<file path="config.mk">
export PLATFORM = sky130hd
export DESIGN_NAME = swdma_port
export DESIGN_NICKNAME = d
export VERILOG_FILES = /design/src/rtl/swdma_pkg.sv /design/src/rtl/swdma_strobe_edge.sv /design/src/rtl/swdma_gap_timer.sv /design/src/rtl/swdma_byte_counter.sv /design/src/rtl/swdma_port.sv
export SDC_FILE = /design/constraint.sdc
export NUM_CORES = 1
export LEC_CHECK = 0
export ABC_CLOCK_PERIOD_IN_PS = 2400
export BUFFER_PORTS_ARGS = -buffer_cell sky130_fd_sc_hd__buf_2
export CAP_MARGIN = 5
export CORE_MARGIN = 1.5
export CORE_UTILIZATION = 47
export CTS_CLUSTER_SIZE = 25
export DETAILED_ROUTE_END_ITERATION = 10
export PLACE_DENSITY = 0.76
export SKIP_LAST_GASP = 1
export SLEW_MARGIN = 0
export SYNTH_ARGS = -nofsm -noshare
export SYNTH_HDL_FRONTEND = slang
export SYNTH_SLANG_ARGS = --single-unit
export TNS_END_PERCENT = 5
</file>
<file path="constraint.sdc">
create_clock -name clk -period 2.4 [get_ports clk]
set_input_delay 0.12 -clock clk [delete_from_list [all_inputs] [get_ports clk]]
set_output_delay 0.12 -clock clk [all_outputs]
set_load 0.02 [all_outputs]
</file>
<file path="src/rtl/swdma_pkg.sv">
package swdma_pkg;

    localparam int GROUP_BYTES = 4;

    typedef enum logic {
        PATH_READ  = 1'b0,
        PATH_WRITE = 1'b1
    } path_e;

    typedef struct packed {
        logic  single;
        path_e path;
        logic  strobe_hi;
        logic  count_en;
    } port_cfg_t;

    // Active level of a strobe for the selected polarity.
    function automatic logic strobe_active(input logic raw, input logic hi);
        return hi ? raw : ~raw;
    endfunction

    // FIFO can serve one more byte on the given path.
    function automatic logic fifo_can_serve(input path_e p, input logic full, input logic empty);
        return (p == PATH_WRITE) ? ~full : ~empty;
    endfunction

endpackage

</file>
<file path="src/rtl/swdma_strobe_edge.sv">
module swdma_strobe_edge
    import swdma_pkg::*;
(
    input  logic clk,
    input  logic rst,
    input  logic raw,
    input  logic hi,
    output logic fire
);
    logic act;
    logic act_prev;

    assign act  = strobe_active(raw, hi);
    assign fire = act & ~act_prev;

    // Reset to "active" so a strobe already asserted at reset release is not an edge.
    always_ff @(posedge clk) begin
        if (rst) act_prev <= 1'b1;
        else     act_prev <= act;
    end
endmodule

</file>
<file path="src/rtl/swdma_gap_timer.sv">
module swdma_gap_timer
    import swdma_pkg::*;
#(
    parameter int UNIT_CYCLES = 4,
    parameter int GAP_W       = 4
) (
    input  logic             clk,
    input  logic             rst,
    input  logic             clear,
    input  logic             byte_done,
    input  logic [GAP_W-1:0] gap_units,
    output logic             hold
);
    localparam int GRP_W   = $clog2(GROUP_BYTES);
    localparam int PRESC_W = (UNIT_CYCLES > 1) ? $clog2(UNIT_CYCLES) : 1;
    localparam logic [GRP_W-1:0]   GRP_LAST = GRP_W'(GROUP_BYTES - 1);
    localparam logic [PRESC_W-1:0] PRESC_TOP = PRESC_W'(UNIT_CYCLES - 1);

    logic [GRP_W-1:0]   grp_q;
    logic [PRESC_W-1:0] presc_q;
    logic [GAP_W-1:0]   units_q;

    assign hold = (units_q != '0);

    always_ff @(posedge clk) begin
        if (rst || clear) begin
            grp_q   <= '0;
            presc_q <= '0;
            units_q <= '0;
        end else if (byte_done) begin
            grp_q <= grp_q + 1'b1;
            if (grp_q == GRP_LAST && gap_units != '0) begin
                units_q <= gap_units;
                presc_q <= PRESC_TOP;
            end
        end else if (units_q != '0) begin
            if (presc_q == '0) begin
                units_q <= units_q - 1'b1;
                presc_q <= PRESC_TOP;
            end else begin
                presc_q <= presc_q - 1'b1;
            end
        end
    end

    // no byte can complete while the hold-off runs (the request is low)
    assert_no_byte_in_gap_R7: assert property (@(posedge clk) disable iff (rst)
        hold |-> !byte_done);
endmodule

</file>
<file path="src/rtl/swdma_byte_counter.sv">
module swdma_byte_counter #(
    parameter int CNT_W = 32
) (
    input  logic             clk,
    input  logic             rst,
    input  logic             load,
    input  logic [CNT_W-1:0] load_val,
    input  logic             dec,
    output logic             last
);
    logic [CNT_W-1:0] remain_q;

    assign last = (remain_q == CNT_W'(1));

    always_ff @(posedge clk) begin
        if (rst)       remain_q <= '0;
        else if (load) remain_q <= load_val;
        else if (dec)  remain_q <= remain_q - 1'b1;
    end

    // the control side never counts a byte past zero
    assert_no_underflow_R8: assert property (@(posedge clk) disable iff (rst)
        dec |-> remain_q != '0);
endmodule

</file>
<file path="src/rtl/swdma_port.sv">
module swdma_port
    import swdma_pkg::*;
#(
    parameter int UNIT_CYCLES = 4,
    parameter int GAP_W       = 4,
    parameter int CNT_W       = 32,
    parameter int DATA_W      = 8
) (
    input  logic              clk,
    input  logic              rst,
    input  logic              cfg_single,
    input  logic              cfg_dir_in,
    input  logic              cfg_strobe_hi,
    input  logic [GAP_W-1:0]  cfg_gap_units,
    input  logic              cfg_count_en,
    input  logic [CNT_W-1:0]  cfg_count,
    input  logic              ctl_go,
    input  logic              ctl_stop,
    input  logic              fifo_full,
    input  logic              fifo_empty,
    input  logic [DATA_W-1:0] fifo_rdata,
    output logic              fifo_push,
    output logic              fifo_pop,
    output logic [DATA_W-1:0] fifo_wdata,
    input  logic              dma_ack,
    input  logic              dma_wr_strb,
    input  logic              dma_rd_strb,
    input  logic [DATA_W-1:0] dma_din,
    output logic [DATA_W-1:0] dma_dout,
    output logic              dma_dout_en,
    output logic              dma_req,
    output logic              dma_req_n,
    output logic              xfer_running,
    output logic              xfer_done
);
    localparam int N_PATHS = 2;

    port_cfg_t cfg;
    assign cfg.single    = cfg_single;
    assign cfg.path      = cfg_dir_in ? PATH_WRITE : PATH_READ;
    assign cfg.strobe_hi = cfg_strobe_hi;
    assign cfg.count_en  = cfg_count_en;

    logic running_q, done_q, req_q, cnt_mode_q;
    logic gap_hold, cnt_last;

    // One edge detector per strobe; index follows path_e encoding.
    logic [N_PATHS-1:0] strb_raw;
    logic [N_PATHS-1:0] strb_fire;
    assign strb_raw[PATH_READ]  = dma_rd_strb;
    assign strb_raw[PATH_WRITE] = dma_wr_strb;

    generate
        for (genvar p = 0; p < N_PATHS; p++) begin : g_edge
            swdma_strobe_edge u_edge (
                .clk  (clk),
                .rst  (rst),
                .raw  (strb_raw[p]),
                .hi   (cfg.strobe_hi),
                .fire (strb_fire[p])
            );
        end
    endgenerate

    logic fire, avail, accept, start, go_empty, finish, req_next;

    assign fire     = strb_fire[cfg.path];
    assign avail    = fifo_can_serve(cfg.path, fifo_full, fifo_empty);
    assign accept   = running_q & req_q & fire & ~ctl_stop;
    assign start    = ctl_go & cfg.single & ~ctl_stop;
    assign go_empty = cfg.count_en & (cfg_count == '0);
    assign finish   = accept & cnt_mode_q & cnt_last;
    assign req_next = running_q & avail & ~gap_hold & ~accept & ~ctl_stop;

    swdma_gap_timer #(
        .UNIT_CYCLES (UNIT_CYCLES),
        .GAP_W       (GAP_W)
    ) u_gap (
        .clk       (clk),
        .rst       (rst),
        .clear     (start | ctl_stop),
        .byte_done (accept),
        .gap_units (cfg_gap_units),
        .hold      (gap_hold)
    );

    swdma_byte_counter #(
        .CNT_W (CNT_W)
    ) u_cnt (
        .clk      (clk),
        .rst      (rst),
        .load     (start),
        .load_val (cfg_count),
        .dec      (accept & cnt_mode_q),
        .last     (cnt_last)
    );

    always_ff @(posedge clk) begin
        if (rst) begin
            running_q  <= 1'b0;
            done_q     <= 1'b0;
            req_q      <= 1'b0;
            cnt_mode_q <= 1'b0;
        end else begin
            if (ctl_stop) begin
                running_q <= 1'b0;
                done_q    <= 1'b1;
            end else if (start) begin
                running_q  <= ~go_empty;
                done_q     <= go_empty;
                cnt_mode_q <= cfg.count_en;
            end else if (finish) begin
                running_q <= 1'b0;
                done_q    <= 1'b1;
            end
            req_q <= req_next;
        end
    end

    assign fifo_push    = accept & (cfg.path == PATH_WRITE);
    assign fifo_pop     = accept & (cfg.path == PATH_READ);
    assign fifo_wdata   = dma_din;
    assign dma_dout     = fifo_rdata;
    assign dma_dout_en  = running_q & (cfg.path == PATH_READ) & dma_ack;
    assign dma_req      = req_q;
    assign dma_req_n    = ~req_q;
    assign xfer_running = running_q;
    assign xfer_done    = done_q;

    // a request only exists inside a running transfer
    assert_req_needs_run_R3: assert property (@(posedge clk) disable iff (rst)
        dma_req |-> xfer_running);

    // the request is down the cycle after a completed byte
    assert_drop_after_byte_R5: assert property (@(posedge clk) disable iff (rst)
        (fifo_push || fifo_pop) |=> !dma_req);

    // the request stays low throughout a hold-off
    assert_gap_quiet_R7: assert property (@(posedge clk) disable iff (rst)
        gap_hold |-> !dma_req);

    // stop ends the transfer at the next edge
    assert_stop_ends_R9: assert property (@(posedge clk) disable iff (rst)
        ctl_stop |=> (!xfer_running && xfer_done && !dma_req));

    // FIFO is only touched under an outstanding request
    assert_no_idle_access_R11: assert property (@(posedge clk) disable iff (rst)
        (fifo_push || fifo_pop) |-> (dma_req && xfer_running));

    // read data is offered only under acknowledge
    assert_dout_needs_ack_R6: assert property (@(posedge clk) disable iff (rst)
        dma_dout_en |-> dma_ack);

    // Go is ignored outside single-word mode
    assert_go_blocked_R2: assert property (@(posedge clk) disable iff (rst)
        (ctl_go && !cfg_single && !xfer_running) |=> !xfer_running);

    // a starting Go with a nonzero budget clears done
    assert_done_cleared_R10: assert property (@(posedge clk) disable iff (rst)
        (start && !go_empty) |=> !xfer_done);
endmodule

</file>
==> metrics.md, run 1 <==
| Metric | Value |
|---|---|
| Cell count after synthesis | 378 |
| Ys async rst share | 0% |
| Worst VDD drop | 251 µV |
| Seq/Total Area, Yosys | 31.3% |
| CP Launch Type | flip-flop |
| Routed wire length | 8.95 mm |
| Most frequent cells in the layout | buf_2, dfxtp_1, nand2_1, nor2_1, a21oi_1 |
| Initial antenna violation count | 0 |
| Footprint of the multi-input gates | 1780 µm² |
| Share of the synthesized area in the top cell type | 31.3% |
| CP Launch Point | u_cnt.remain_q[13] |
| HPWL Detailed | 6.61 mm |
| Leakage | 1.40 nW |
| Post-CTS Setup Bufs | 0 |
| Synth Flop Type | dfxtp_1 |
| Most common cell after layout, fill and taps aside | buf_2 |
| Post-synth EDFFs | 0 |
| Power Total | 1.87 mW |
| Critical Path AT | 2.57 ns |
| PwrDens | 548 nW/µm² |
| Initial Utilization | 49.1% |
| Max cap viols | 0 |
| Cell variety after synth | 60 |
| Cell taking the most area after synthesis | dfxtp_1 |
| Kind of end point of the critical path | flip-flop |
| WS Path Type | flip-flop to flip-flop |
| Clock-pin slew on the worst setup and hold paths | 0.09 ns |
| Final setup viols | 0 |
| Min cycle time layout | 2.39 ns |
| Worst-Margin Slew | 0.844 ns |
| Setup WS post-layout | 0.00958 ns |
| Placeable core region | 5990 µm² |
| Clock share of power | 32.0% |
| I/O pin cnt | 88 |
| Via count | 3226 |
| Sequential share of power | 44.7% |
| Fmax | 418 MHz |
| # DRC | 0 |
| Latest clock arrival within the worst-skew pair | 0.32 ns |
| Num CTS Buffers | 5 |
| First-pass DRT Iterations | 6 |
| Drt wl/cell | 17.7 µm |
| FILL cells | 572 |
| Diode count | 0 |
| Outcome | finished, final reports clean |
| Slew HR | 43.6% |
| Syn_area_per_cell | 7.79 µm² |
| Final net count | 502 |
| Seq. cell area | 921 µm² |
| Setup_tns | 0 ns |
| Synthesized Nets | 449 |
| DP Cell Count | 499 |
| CTS Sinks | 46 |
| Post-Syn Area | 2940 µm² |
| Area contributors post-synth | dfxtp_1, nand2_1, buf_4, a21oi_1, nor2_1 |
| Min-delay worst type | primary input to flip-flop |
| RD Place Congestion | 0.906 |
| Die width | 82.1 µm |
| CTS H-tree depth | 2 |
| IO Port Bufs | 55 |
| Initial DRC count | 342 |
| HP Start | cfg_count[12] |
| Sw frac | 30.5% |
| Clk buf depth | 2 |
| Routed Antenna Nets | 0 |
| Clock skew | 0.0159 ns |
| Worst endpoint required time | 2.58 ns |
| Post-cts repair resize count | 0 |
| Slew Viols, Final | 0 |
| Pin count of the biggest net entering global routing | 27 |
| R2r startpoint | u_cnt.remain_q[13] |
| Area Growth Syn to Fin | 16.0% |
| Vias per Instance | 6.36 |
| GRT overflow | 0 |
| Share of cells above drive strength 1 | 21.3% |
| Seq cells post-synth | 46 |
| Vias in the first global route | 2911 |
| First-pass GRT wire length | 14.1 mm |
| Final Hold Viols | 0 |
| Die Ht | 82.1 µm |
| Synthesis warning total | 0 |
| Core Util, Final | 57.0% |
| Total global-route track usage | 28.0% |
| Fin crit share | 99.6% |
| Logic pwr share | 23.2% |
| CTS root buf | clkbuf_8 |
| Pint | 1.30 mW |
| Finished layout cell area | 3410 µm² |
| Final hold slack | 0.0503 ns |
| Place WS | 0.0635 ns |
| Max FO, Critical Path | 5 |
| NetSw | 0.570 mW |
| CTS tree | done |
| Final cell count without fillers | 507 |
| FP Rows | 28 |
| Placed inst area | 3300 µm² |
| Die footprint | 6750 µm² |
| RSZ-0062 raised after global routing | yes |
| CTS Hold Bufs | 0 |
-- state kept, by name, indices dropped and copies added (netlist names) --
signal,count
dma_req,1
xfer_done,1
u_cnt.remain_q,32
u_gap.units_q,4
g_edge.u_edge.act_prev,2
cnt_mode_q,1
u_gap.grp_q,2
u_gap.presc_q,2
xfer_running,1
-- path summary, 6_finish.rpt --
kind	end	slack, ns	depth (start not counted)
max	u_cnt.remain_q[31]	0.01	5
min	u_cnt.remain_q[12]	0.05	3
min reg2reg	u_cnt.remain_q[23]	0.47	2
max reg2reg	u_cnt.remain_q[31]	0.01	5
-- synth_stat cells (3+ instances only) --
cell type / instances
a31oi_1: 3
o31a_1: 5
a311oi_1: 9
o21ai_0: 13
dfxtp_1: 46
or4_1: 7
or3_1: 14
o311ai_0: 3
a2bb2oi_1: 4
o211ai_1: 5
nor3_1: 18
o21a_1: 6
inv_1: 17
a221oi_1: 5
or2_2: 3
clkbuf_1: 15
and3_1: 5
nor4_1: 13
nor2_1: 30
nand4_1: 4
buf_4: 16
a22oi_1: 3
a21oi_1: 23
a211oi_1: 5
nand3_1: 13
xnor2_1: 4
nand2_1: 35
a21o_1: 5
ha_1: 6
a32oi_1: 3
and2_1: 3
-- power groups by stage --
| stage | clock, mW | sequential [mW] | combinational (mW) |
|---|---|---|---|
| 2_1_floorplan | 0 | 0.844 | 0.295 |
| 3_3_place_gp | 0 | 0.851 | 0.417 |
| 3_5_place_dp | 0 | 0.852 | 0.423 |
| 4_1_cts | 0.600 | 0.834 | 0.426 |
| 5_1_grt | 0.631 | 0.842 | 0.474 |
| 6_report | 0.600 | 0.838 | 0.435 |
-- routing by layer --
metal | vias up | track usage [%] | routed length (µm)
met5 | - | 0 | 0
met4 | 0 | 8.31 | 158
met3 | 19 | 6.26 | 830
met2 | 172 | 46.1 | 4130
met1 | 1505 | 36.4 | 3840
li1 | 1530 | - | -
-- final cells by class --
type / instances / share of cell area [%]
well taps: 75 / 2.75
clock inverters: 3 / 1.32
multi-input cells: 284 / 52.2
inverters: 17 / 1.87
clock buffers: 5 / 2.02
repair buffers: 77 / 12.9
flip-flops and latches: 46 / 27.0
-- logic make-up after synthesis --
logic type	share of synthesized area, %
and+or+nand+nor	28.9
DFF	31.3
muxes	0.680
adders and majority gates	2.55
AOI/OAI and AO/OA	26.6
xor gates and xnor gates	1.79
buffers and inverters	8.16
-- worst max-delay path, stage by stage (launching register included) --
cell,delay [ns]
dfxtp_1,0.35
or4_1,0.61
or3_1,0.41
or3_1,0.42
o311ai_0,0.37
nand3_1,0.11
Power figures use the tool's default switching activity.
==> run 2, diff against run 1 <==
- ABC_CLOCK_PERIOD_IN_PS: 2400 -> 2000
- clock period: 2.4 -> 2 ns (I/O delays scaled with it)
==> run 2 against run 1 <==
  * The run now ends with negative setup slack left
  * Clock skew is 0.010 ns lower
  * Register-to-register slack worse by 0.19 ns
  * Total power is 17% higher
  * Critical path type unchanged
==> metrics.md, run 2 (synthesized netlist as in run 1, its figures left out) <==
| Metric | Value |
|---|---|
| I/O pin cnt | 88 |
| CP Launch Type | flip-flop |
| Clk buf depth | 2 |
| Min-delay worst type | primary input to flip-flop |
| Post-CTS Setup Bufs | 0 |
| Max FO, Critical Path | 4 |
| Final setup viols | 19 |
| HPWL Detailed | 7.26 mm |
| Slew Viols, Final | 0 |
| Via count | 3435 |
| CTS Sinks | 46 |
| Initial DRC count | 333 |
| Area Growth Syn to Fin | 27.5% |
| Die Ht | 82.1 µm |
| Clock skew | 0.00575 ns |
| CTS tree | done |
| R2R setup slack | -0.18 ns |
| Routing usage on met3 | 4.40% |
| PwrDens | 584 nW/µm² |
| Worst endpoint required time | 2.23 ns |
| Initial Utilization | 49.1% |
| Die footprint | 6750 µm² |
| Leakage | 1.62 nW |
| FP Rows | 28 |
| Drt wl/cell | 17.3 µm |
| Routed Antenna Nets | 0 |
| Fmax | 460 MHz |
| WS Path Type | flip-flop to flip-flop |
| Latest clock arrival within the worst-skew pair | 0.30 ns |
| Max cap viols | 0 |
| Share of cells above drive strength 1 | 30.0% |
| Diode count | 0 |
| Power Total | 2.19 mW |
| Min cycle time layout | 2.18 ns |
| # DRC | 0 |
| Vias in the first global route | 3227 |
| Largest Register | u_cnt.remain_q |
| Failing checks | negative setup slack |
| RSZ-0062 raised after global routing | yes |
| Final hold slack | 0.0449 ns |
| GR Layer Usage met2 | 50.1% |
| Most frequent cells in the layout | buf_4, buf_2, dfxtp_1, nand2_1, nor2_1 |
| Max FFs per register | 32 |
| Layer with the highest usage | met2 |
| Final Hold Viols | 0 |
| Vias per Instance | 6.23 |
| Total global-route track usage | 29.6% |
| CP Launch Point | u_cnt.remain_q[1] |
| Outcome | complete, but fails checks |
| Placeable core region | 5990 µm² |
| Final net count | 547 |
| Pin count of the biggest net entering global routing | 26 |
| End of the worst register-to-register path | u_cnt.remain_q[18] |
| Slew HR | 64.9% |
| Finished layout cell area | 3750 µm² |
| Initial antenna violation count | 0 |
| Kind of end point of the critical path | flip-flop |
| CP endpoint | u_cnt.remain_q[18] |
| Critical Path AT | 2.41 ns |
| Worst reg-to-reg path cell count | 7 |
| R2r startpoint | u_cnt.remain_q[1] |
| RD Place Congestion | 0.924 |
| CTS root buf | clkbuf_8 |
| M1 GR Usage | 37.2% |
| CTS Hold Bufs | 0 |
| Worst VDD drop | 332 µV |
| CTS H-tree depth | 2 |
| Largest registers | u_cnt.remain_q: 32 flops, u_gap.units_q: 4 flops |
| Placed inst area | 3660 µm² |
| Most common cell after layout, fill and taps aside | buf_4 |
| Routed wire length | 9.53 mm |
| First-pass DRT Iterations | 5 |
| First-pass GRT wire length | 15.1 mm |
| Setup WS post-layout | -0.175 ns |
| Num CTS Buffers | 5 |
| IO Port Bufs | 55 |
| Die width | 82.1 µm |
| Clock-pin slew on the worst setup and hold paths | 0.09 ns |
| Worst-Margin Slew | 0.522 ns |
| GRT overflow | 0 |
| Fin crit share | 109% |
run 2: per-stage QoR:
step	setup WS (ns)	utilization, %	std cells	setup TNS, ns
floorplan	-0.128	-	378	-0.658
global placement	-0.112	61.1	544	-0.490
detailed placement	-0.158	61.1	544	-1.07
CTS	-0.171	62.3	551	-1.60
global route	-0.247	62.6	551	-3.60
finish	-0.175	62.6	551	-1.34
run 2: worst max-delay path, stage by stage, from the launching register on:
cell     delay (ns)
dfxtp_2        0.33
inv_2          0.07
ha_4           0.13
or4b_4         0.48
or4_4          0.45
or3_4          0.34
o31a_1         0.23
o21ai_0        0.07
run 2: how the worst min path moves through the flow:
stage | start | to | slack (ns) | cells after the start
after floorplan | cfg_count[12] | u_cnt.remain_q[12] | 0.23 | 2
after global placement | fifo_rdata[7] | dma_dout[7] | 0.20 | 0
after detailed placement | fifo_rdata[7] | dma_dout[7] | 0.20 | 0
after CTS | cfg_count[12] | u_cnt.remain_q[12] | 0.04 | 3
after global routing | cfg_count[19] | u_cnt.remain_q[19] | 0.07 | 2
final | cfg_count[12] | u_cnt.remain_q[12] | 0.04 | 3
run 2: per-layer routing:
metal | wire, µm | part of all wire (%) | up-vias
met5 | 0 | 0 | -
met4 | 257 | 2.7 | 0
met3 | 724 | 7.6 | 24
met2 | 4450 | 47 | 174
met1 | 4090 | 43 | 1619
li1 | - | - | 1618
run 2: cell type report:
| cell class | count | area (µm²) |
|---|---|---|
| flip-flops and latches | 46 | 923 |
| inverters | 17 | 63.8 |
| repair buffers | 122 | 778 |
| multi-input cells | 284 | 1820 |
| well taps | 75 | 93.8 |
| clock buffers | 7 | 76.3 |
| fillers | 538 | 2240 |
run 2: power by group:
part	total, mW	leakage, nW	internal, mW	switching, mW
clock network	0.553	0.0383	0.241	0.311
registers	0.996	0.375	0.959	0.0368
logic	0.643	1.21	0.324	0.320
total	2.19	1.62	1.52	0.668
run 2: repair_timing:
action                                  CTS  global route
pin swaps                                 0             0
endpoints found under the setup margin   17            30
gates cloned                              0             0
endpoints found under the hold margin     0             0
gates resized for setup                   0             3
==> run 3, diff against run 2 <==
- ABC_CLOCK_PERIOD_IN_PS: 2000 -> 1800
- clock period: 2 -> 1.8 ns (I/O delays scaled with it)
==> run 3 against run 2 <==
  * The run still ends with negative setup slack left
  * Maximum frequency decreased by 0.68%
  * Register-to-register slack got worse by 0.21 ns
  * Sequential power increased by 10%
  * Via count increased by 2.3%
  * Largest cell class unchanged
  * Non-clock buffer count increased by 22
  * Worst hold slack got worse by 0.021 ns
  * Sequential cell count unchanged
  * Final cell count increased by 4.2%
  * Clock-buffer cell count decreased by 2
  * Die area unchanged
  * Global-route usage increased by 0.34 points
  * Sequential share of layout area decreased by 1.4 points
==> metrics.md, run 3 (synthesized netlist as in run 1, its figures left out) <==
| Metric | Value |
|---|---|
| FP Rows | 28 |
| Max cap viols | 0 |
| End of the worst register-to-register path | u_cnt.remain_q[18] |
| # DRC | 0 |
| Core Util, Final | 66.6% |
| Worst-Margin Slew | 0.520 ns |
| CTS Sinks | 46 |
| Routed wire length | 9.86 mm |
| Die footprint | 6750 µm² |
| Largest registers | u_cnt.remain_q: 32 flops, u_gap.units_q: 4 flops |
| Initial DRC count | 313 |
| CP endpoint | u_cnt.remain_q[18] |
| Outcome | complete, but fails checks |
| Fmax | 457 MHz |
| Total global-route track usage | 29.9% |
| Initial Utilization | 49.1% |
| Vias in the first global route | 3345 |
| Final hold slack | 0.0242 ns |
| Final net count | 569 |
| Drt wl/cell | 17.2 µm |
| Area Growth Syn to Fin | 35.7% |
| Worst VDD drop | 433 µV |
| CTS Hold Bufs | 0 |
| Slew HR | 65.0% |
| Min-delay worst type | primary input to flip-flop |
| I/O pin cnt | 88 |
| CTS tree | done |
| GRT overflow | 0 |
| Worst reg-to-reg path cell count | 7 |
| Die width | 82.1 µm |
| Final setup viols | 29 |
| Leakage | 1.76 nW |
| Placeable core region | 5990 µm² |
| Share of cells above drive strength 1 | 35.1% |
| Max FFs per register | 32 |
| Min cycle time layout | 2.19 ns |
| Latest clock arrival within the worst-skew pair | 0.31 ns |
| Via count | 3513 |
| Worst stage delay on the critical path | 0.48 ns |
| Crit path cell chain | inv_2 -> ha_4 -> or4b_4 -> or4_4 -> or3_4 -> o31a_1 -> o21ai_0 |
| Clock-pin slew on the worst setup and hold paths | 0.10 ns |
| Vias per Instance | 6.12 |
| Fin crit share | 122% |
| CP Launch Type | flip-flop |
| HPWL Detailed | 7.35 mm |
| WP depth | 7 |
| Slew Viols, Final | 0 |
| Most frequent cells in the layout | buf_4, buf_2, dfxtp_1, nand2_1, nor2_1 |
| CTS H-tree depth | 2 |
| Num CTS Buffers | 5 |
| Kind of end point of the critical path | flip-flop |
| Diode count | 0 |
| Critical path's slowest cell | or4b_4 |
| CTS root buf | clkbuf_8 |
| Die Ht | 82.1 µm |
| Pin count of the biggest net entering global routing | 26 |
| First-pass DRT Iterations | 5 |
| CP Launch Point | u_cnt.remain_q[1] |
| Failing checks | negative setup slack |
| Max FO, Critical Path | 4 |
| PwrDens | 665 nW/µm² |
| RD Place Congestion | 0.972 |
| RSZ-0062 raised after global routing | yes |
| Placed inst area | 3790 µm² |
| R2R setup slack | -0.39 ns |
| Finished layout cell area | 3990 µm² |
| Most common cell after layout, fill and taps aside | buf_4 |
| Routed Antenna Nets | 0 |
| Setup WS post-layout | -0.390 ns |
| Final Hold Viols | 0 |
| CP top delay family | simple AND/OR/NAND/NOR gates |
| CP bufs+invs | 1 |
| WS Path Type | flip-flop to flip-flop |
| Worst endpoint required time | 2.02 ns |
| Clk buf depth | 2 |
| R2r startpoint | u_cnt.remain_q[1] |
| Critical Path AT | 2.42 ns |
| Initial antenna violation count | 0 |
| First-pass GRT wire length | 15.5 mm |
| Clock skew | 0.0136 ns |
| IO Port Bufs | 55 |
| Largest Register | u_cnt.remain_q |
## run 3: changes by cell type in the layout (fill, tap and decap cells not counted), moves of 2 or more
| cell | change |
|---|---|
| buf_4 | +22 |
| clkbuf_1 | -2 |
| clkinv_2 | +2 |
| dfxtp_1 | -3 |
| dfxtp_2 | +3 |
| nor4_1 | -2 |
| nor4_2 | +2 |
## run 3: where the power goes
| part | switching (mW) | internal, mW |
|---|---|---|
| clock | 0.363 | 0.409 |
| combinational | 0.393 | 0.389 |
| sequential | 0.0334 | 1.07 |
| total | 0.790 | 1.86 |
## run 3: tightest hold or removal path, stage by stage
cell and delay [ns]:
buf_2 0.09, nand2_1 0.05, o211ai_1 0.07
## run 3: metal layers
layer  up-vias  track usage [%]  share of wire (%)
met4         0             10.5                2.7
met2       195             49.7                 46
met1      1623             38.4                 42
met5         -                0                  0
met3        33             5.93                9.1
li1       1662                -                  -
## run 3: worst min-delay path by stage
| stage | start | end | slack (ns) | depth (start not counted) |
|---|---|---|---|---|
| 2_1_floorplan | cfg_count[12] | u_cnt.remain_q[12] | 0.22 | 2 |
| 3_3_place_gp | fifo_rdata[7] | dma_dout[7] | 0.18 | 0 |
| 3_5_place_dp | fifo_rdata[7] | dma_dout[7] | 0.18 | 0 |
| 4_1_cts | cfg_count[12] | u_cnt.remain_q[12] | 0.02 | 3 |
| 5_1_grt | cfg_count[12] | u_cnt.remain_q[12] | 0.04 | 3 |
| 6_report | cfg_count[12] | u_cnt.remain_q[12] | 0.02 | 3 |
## run 3: cell type report
class / instances / area, µm²
Clock buffer: 5 / 68.8
Clock inverter: 3 / 40.0
Fill cell: 516 / 2000
Inverter: 17 / 63.8
Multi-Input combinational cell: 284 / 1850
Sequential cell: 46 / 927
Tap cell: 75 / 93.8
Timing Repair Buffer: 144 / 950
## run 3: timing repair
action	CTS	global route
gates resized for setup	11	4
pin swaps	4	1
buffers inserted	5	1
setup endpoints to repair	42	41
## run 3: per-stage QoR
| step | setup TNS (ns) | std cells | total power, mW | setup slack, ns |
|---|---|---|---|---|
| global route | -10.19 | 574 | 2.78 | -0.460 |
| CTS | -5.70 | 573 | 2.63 | -0.390 |
| floorplan | -5.67 | 378 | 1.52 | -0.328 |
| finish | -6.19 | 574 | 2.65 | -0.390 |
| global placement | -5.23 | 562 | 1.83 | -0.313 |
| detailed placement | -7.21 | 562 | 1.84 | -0.360 |
